<file path="src/rtl/rlm_pkg.sv">
package rlm_pkg;

   localparam logic [31:0] DEF_END_ADDR    = 32'h0000_2000;
   localparam logic [31:0] DEF_END_WORD    = 32'hDEAD_BEEF;
   localparam logic [31:0] DEF_RESULT_ADDR = 32'h0000_2004;
   localparam logic [31:0] DEF_PASS_WORD   = 32'hCADE_BABE;
   localparam logic [31:0] DEF_FAIL_WORD   = 32'hBAAA_AAAD;

   typedef enum logic [1:0] {
      RUN_IDLE    = 2'd0,
      RUN_COUNT   = 2'd1,
      RUN_STOPPED = 2'd2
   } run_state_e;

endpackage

</file>
<file path="src/rtl/rlm_write_decode.sv">
module rlm_write_decode #(
   parameter int unsigned ADDR_W = 32,
   parameter int unsigned DATA_W = 32,
   parameter logic [ADDR_W-1:0] END_ADDR    = rlm_pkg::DEF_END_ADDR[ADDR_W-1:0],
   parameter logic [DATA_W-1:0] END_WORD    = rlm_pkg::DEF_END_WORD[DATA_W-1:0],
   parameter logic [ADDR_W-1:0] RESULT_ADDR = rlm_pkg::DEF_RESULT_ADDR[ADDR_W-1:0],
   localparam int unsigned BE_W = DATA_W / 8
) (
   input  logic              wr_en,
   input  logic [ADDR_W-1:0] wr_addr,
   input  logic [BE_W-1:0]   wr_be,
   input  logic [DATA_W-1:0] wr_data,
   output logic              end_hit,
   output logic              result_hit
);

   logic [BE_W-1:0] lane_on;
   logic            full_word;

   for (genvar g = 0; g < BE_W; g++) begin : g_lane
      assign lane_on[g] = wr_be[g];
   end

   assign full_word  = wr_en && (&lane_on);
   assign end_hit    = full_word && (wr_addr == END_ADDR) && (wr_data == END_WORD);
   assign result_hit = full_word && (wr_addr == RESULT_ADDR);

endmodule

</file>
<file path="src/rtl/rlm_sat_counter.sv">
module rlm_sat_counter #(
   parameter int unsigned CNT_W = 32,
   localparam logic [CNT_W-1:0] CNT_MAX = {CNT_W{1'b1}}
) (
   input  logic             clk,
   input  logic             rst_n,
   input  logic             clr,
   input  logic             inc,
   output logic [CNT_W-1:0] count
);

   logic [CNT_W-1:0] cnt_q;

   always_ff @(posedge clk or negedge rst_n) begin
      if (!rst_n) begin
         cnt_q <= '0;
      end else if (clr) begin
         cnt_q <= '0;
      end else if (inc && (cnt_q != CNT_MAX)) begin
         cnt_q <= cnt_q + 1'b1;
      end
   end

   assign count = cnt_q;

endmodule

</file>
<file path="src/rtl/rlm_status_reg.sv">
module rlm_status_reg #(
   parameter int unsigned DATA_W = 32,
   parameter logic [DATA_W-1:0] PASS_WORD = rlm_pkg::DEF_PASS_WORD[DATA_W-1:0],
   parameter logic [DATA_W-1:0] FAIL_WORD = rlm_pkg::DEF_FAIL_WORD[DATA_W-1:0]
) (
   input  logic              clk,
   input  logic              rst_n,
   input  logic              load,
   input  logic [DATA_W-1:0] din,
   output logic [DATA_W-1:0] word,
   output logic              valid,
   output logic              pass,
   output logic              fail
);

   logic [DATA_W-1:0] word_q;
   logic              valid_q;

   always_ff @(posedge clk or negedge rst_n) begin
      if (!rst_n) begin
         word_q  <= '0;
         valid_q <= 1'b0;
      end else if (load) begin
         word_q  <= din;
         valid_q <= 1'b1;
      end
   end

   assign word  = word_q;
   assign valid = valid_q;
   assign pass  = valid_q && (word_q == PASS_WORD);
   assign fail  = valid_q && (word_q == FAIL_WORD);

endmodule

</file>
<file path="src/rtl/run_len_monitor.sv">
module run_len_monitor #(
   parameter int unsigned ADDR_W = 32,
   parameter int unsigned DATA_W = 32,
   parameter int unsigned CNT_W  = 32,
   parameter logic [ADDR_W-1:0] END_ADDR    = rlm_pkg::DEF_END_ADDR[ADDR_W-1:0],
   parameter logic [DATA_W-1:0] END_WORD    = rlm_pkg::DEF_END_WORD[DATA_W-1:0],
   parameter logic [ADDR_W-1:0] RESULT_ADDR = rlm_pkg::DEF_RESULT_ADDR[ADDR_W-1:0],
   parameter logic [DATA_W-1:0] PASS_WORD   = rlm_pkg::DEF_PASS_WORD[DATA_W-1:0],
   parameter logic [DATA_W-1:0] FAIL_WORD   = rlm_pkg::DEF_FAIL_WORD[DATA_W-1:0],
   localparam int unsigned BE_W = DATA_W / 8
) (
   input  logic              clk,
   input  logic              rst_n,
   input  logic              run_en,
   input  logic              wr_en,
   input  logic [ADDR_W-1:0] wr_addr,
   input  logic [BE_W-1:0]   wr_be,
   input  logic [DATA_W-1:0] wr_data,
   output logic [CNT_W-1:0]  cycle_count,
   output logic              done,
   output logic [DATA_W-1:0] status_word,
   output logic              status_valid,
   output logic              status_pass,
   output logic              status_fail
);

   if ((DATA_W % 8) != 0 || DATA_W == 0) begin : g_bad_data_w
      $error("run_len_monitor: DATA_W must be a non-zero multiple of 8");
   end
   if (CNT_W < 2) begin : g_bad_cnt_w
      $error("run_len_monitor: CNT_W must be at least 2");
   end
   if (END_ADDR == RESULT_ADDR) begin : g_bad_addr
      $error("run_len_monitor: end and result addresses must differ");
   end

   rlm_pkg::run_state_e state_q, state_d;
   logic end_hit;
   logic result_hit;

   rlm_write_decode #(
      .ADDR_W     (ADDR_W),
      .DATA_W     (DATA_W),
      .END_ADDR   (END_ADDR),
      .END_WORD   (END_WORD),
      .RESULT_ADDR(RESULT_ADDR)
   ) u_decode (
      .wr_en     (wr_en),
      .wr_addr   (wr_addr),
      .wr_be     (wr_be),
      .wr_data   (wr_data),
      .end_hit   (end_hit),
      .result_hit(result_hit)
   );

   always_comb begin
      state_d = state_q;
      if (!run_en) begin
         state_d = rlm_pkg::RUN_IDLE;
      end else begin
         unique case (state_q)
            rlm_pkg::RUN_IDLE,
            rlm_pkg::RUN_COUNT:   state_d = end_hit ? rlm_pkg::RUN_STOPPED : rlm_pkg::RUN_COUNT;
            rlm_pkg::RUN_STOPPED: state_d = rlm_pkg::RUN_STOPPED;
            default:              state_d = rlm_pkg::RUN_IDLE;
         endcase
      end
   end

   always_ff @(posedge clk or negedge rst_n) begin
      if (!rst_n) begin
         state_q <= rlm_pkg::RUN_IDLE;
      end else begin
         state_q <= state_d;
      end
   end

   rlm_sat_counter #(
      .CNT_W(CNT_W)
   ) u_counter (
      .clk  (clk),
      .rst_n(rst_n),
      .clr  (!run_en),
      .inc  (state_q != rlm_pkg::RUN_STOPPED),
      .count(cycle_count)
   );

   rlm_status_reg #(
      .DATA_W   (DATA_W),
      .PASS_WORD(PASS_WORD),
      .FAIL_WORD(FAIL_WORD)
   ) u_status (
      .clk  (clk),
      .rst_n(rst_n),
      .load (result_hit),
      .din  (wr_data),
      .word (status_word),
      .valid(status_valid),
      .pass (status_pass),
      .fail (status_fail)
   );

   assign done = (state_q == rlm_pkg::RUN_STOPPED);

endmodule

</file>
<file path="config.mk">
export PLATFORM = sky130hd
export DESIGN_NAME = run_len_monitor
export DESIGN_NICKNAME = d
export VERILOG_FILES = /design/src/rtl/rlm_pkg.sv /design/src/rtl/rlm_write_decode.sv /design/src/rtl/rlm_sat_counter.sv /design/src/rtl/rlm_status_reg.sv /design/src/rtl/run_len_monitor.sv
export SDC_FILE = /design/constraint.sdc
export NUM_CORES = 1
export LEC_CHECK = 0
export BUFFER_PORTS_ARGS = -buffer_cell sky130_fd_sc_hd__buf_2
export CAP_MARGIN = 20
export CORE_AREA = 4 4 86 88
export CTS_CLUSTER_DIAMETER = 150
export DETAILED_ROUTE_END_ITERATION = 6
export DIE_AREA = 0 0 90 92
export GPL_ROUTABILITY_DRIVEN = 0
export PLACE_DENSITY = 0.93
export SETUP_SLACK_MARGIN = 0.2
export SYNTH_ARGS = -nofsm -noshare
export SYNTH_HDL_FRONTEND = slang
export SYNTH_SLANG_ARGS = --single-unit
</file>
<file path="constraint.sdc">
create_clock -name clk -period 4 [get_ports clk]
set_input_delay 0.2 -clock clk [delete_from_list [all_inputs] [get_ports clk]]
set_output_delay 0.2 -clock clk [all_outputs]
set_load 0.01 [all_outputs]
</file>
==> results_dict.tcl <==
set metrics [dict create \
    cp_max_fo 10 \
    multi_input_area_sq_mm 0.00159 \
    final_hold_viol_count 0 \
    async_flop_share_pct 100 \
    synth_most_common_cell "dfrtp_1" \
    fin_crit_sh_pct 62.8 \
    final_cells 541 \
    drt-pass1-iter-count 4 \
    status "complete, no violations" \
    critPathKind "reg -> reg" \
    placed_cell_area_sq_mm 0.00409 \
    dp_slack_ns 1.54 \
    crit_path_max_incr_delay_ns 0.63 \
    cap_violations 0 \
    reg2reg_to "u_counter.count[5]$_DFFE_PN0P_" \
    vdd_drop_max_uv 159 \
    yosys_warnings 0 \
    syn_inst 312 \
    maxSlewHeadroom_pct 46.8 \
    final_area_sq_mm 0.00430 \
    reg2reg_depth 6 \
    dp_cells 522 \
    start_util_pct 50.2 \
    worst_hold_slack_ns 0.0914 \
    setup_viol 0 \
    tightestPinTransition_ns 0.795 \
    ff_latch_area_sq_mm 0.00168 \
    cp.arrival_ns 2.76 \
    first_iter_violations 158 \
    num-fill-cells 530 \
    clk_latency_ns 0.34 \
    io_buffers 139 \
    grt_overflow 0 \
    cts_tree "yes" \
    htree_levels 3 \
    path_cells "ha_1 > and4_1 > nor4bb_1 > a31oi_1 > or4b_2 > o21ai_0" \
    synth_nets 385 \
    grt_pass1_vias 3298 \
    netlist_top_cells_count "67 x dfrtp_1, 28 x mux2_2, 22 x nand2_1" \
    power.density_mw_per_mm2 306 \
    clockBufferDepth 2 \
    dieWidth_um 90 \
    route.detailed.drc 0 \
    rr_startpoint "u_counter.count[0]$_DFFE_PN0P_" \
    cts-root-buf "clkbuf_8" \
    synth_edf_count 0 \
    skew_ns 0.00684 \
    p_leak_nw 2.14 \
    rsz0062_at_grt "no" \
    crit_path_top_delay_cell "or4b_2" \
    yosysTopAreaCellShare_pct 50.3 \
    netlist_area_sq_mm 0.00333 \
    start_kind "flip-flop" \
    yosysUniqueCellTypes 39 \
    worst-endpoint-required_ns 4.25 \
    grt_antenna_before_repair 1 \
    grt_max_degree 37 \
    via_count 3191 \
    coreArea_sq_mm 0.00664 \
    ant_nets 0 \
    synthTopCellsByArea "dfrtp_1 50%, mux2_2 9.5%, or3_1 3.2%" \
    min_period_ns 2.51 \
    placementRows 30 \
    synth-seq-area-share_pct 50.3 \
    drt-vias-per-instance 5.90 \
    hold_path_class "in -> reg" \
    numCtsBuffers 9 \
    hold_start "wr_data[24]" \
    setup.worst_path.start "u_counter.count[0]$_DFFE_PN0P_" \
    syn_area_per_cell_sq_um 10.7 \
    synth-seq-cells 67 \
    wire_per_inst_um 17.8 \
    cp-endpoint "u_counter.count[5]$_DFFE_PN0P_" \
    area_growth_pct 29.1 \
    post_cts_buffers 0 \
    drv_slew 0 \
    hpwl_um 7290 \
    drive_gt1_share_pct 42.2 \
    boundaryPins 140 \
    synth-main-ff-cell "dfrtp_1" \
    wirelength_um 9610 \
    setup-tns-final_ns 0 \
    cts.sinks 67 \
    synth.largest_area_cell "dfrtp_1" \
    r2r_slack_ns 1.49 \
    die_area_sq_mm 0.00828 \
    endpoint_kind "flip-flop" \
    fin_ws_ns 1.49 \
    fmax_ghz 0.398 \
    nets 528 \
    grt_usage_pct 23.7 \
    cts.reportedPaths.clkPinSlew_ns 0.08 \
    die_h_um 92 \
    grt_pass1_wl_um 15700 \
]
-- cells by family (layout without fill, tap and decap cells) --
kind of cell / after synthesis / count (layout) / synth area share, %
simple gates: 142 / 142 / 26.2
buf+inv: 15 / 163 / 2.10
flops: 67 / 67 / 50.3
compound gates: 46 / 46 / 7.62
mux: 37 / 37 / 12.3
other cells: 0 / 1 / 0
fa+ha+maj: 1 / 1 / 0.375
xor+xnor: 4 / 4 / 1.05
-- critical path: cells and delay by family, from the launching register on --
family | cells | cell delay, ns
and+or+nand+nor | 3 | 1.01
AOI/OAI and AO/OA | 2 | 0.72
DFF | 1 | 0.44
adders and majority gates | 1 | 0.26
-- registers in the layout (all words and copies together), names as in the netlist --
register	flops
state_q	2
u_status.valid	1
u_counter.count	32
u_status.word	32
-- metal layers --
metal	global-route usage, %	up-vias	part of all wire, %
met4	11.1	0	2.7
met2	43.5	167	54
met5	0	-	0
met3	5.00	24	7.7
li1	-	1480	-
met1	26.0	1520	36
-- through the flow --
stage	utilization, %	power, W
global route	64.8	0.00137
global placement	61.6	0.000770
finish	64.8	0.00132
floorplan	-	0.000713
detailed placement	61.6	0.000773
CTS	64.7	0.00132
-- cells in the final DEF (no fill, tap or decap), drive strengths merged, types with 2 or more instances in the layout --
master and count:
mux2i 5, nor4b 2, nor3 2, nand2 22, or4b 3, nor3b 2
nor2 10, and3 2, or2 4, dfrtp 67, a21oi 19, or3 17
nor4 12, nand4 12, inv 2, xor2 3, mux2 32, or4 9
o21ai 17, nor4bb 2, nand4b 11, nor2b 2, and4 6, nand2b 5
clkinv 5, clkinvlp 2, a31oi 2, o31ai 6, nand3 18, clkbuf 9
buf 143
-- what timing repair did --
action                                 CTS  global route
hold buffers                             1             0
endpoints found under the hold margin   31             0
gates resized for setup                  0             0
-- worst min-delay path by stage --
stage	slack, ns	depth (start not counted)	to
final	0.09	2	u_status.word[24]$_DFFE_PN0P_
after global routing	0.09	2	u_status.word[22]$_DFFE_PN0P_
after CTS	0.08	2	u_status.word[24]$_DFFE_PN0P_
after detailed placement	0.29	1	u_counter.count[16]$_DFFE_PN0P_
after global placement	0.28	1	u_counter.count[16]$_DFFE_PN0P_
after floorplan	-0.1	0	state_q[0]$_DFF_PN0_
-- cell type report --
type	count	share of cell area, %
multi-input combinational	230	36.9
clock inverter	7	1.60
inverter	3	0.262
sequential	67	39.0
antenna	1	0.0582
timing repair buffer	144	17.0
tap	80	2.33
clock buffer	9	2.88
-- where the power goes --
group,internal [W],switching (W),leakage [nW],total (W)
Sequential,0.000680,0.00000398,0.932,0.000684
Clock,0.000285,0.000270,0.0950,0.000556
Combinational,0.0000342,0.0000415,1.12,0.0000757
Note: power is estimated with default switching activity, not from simulation.
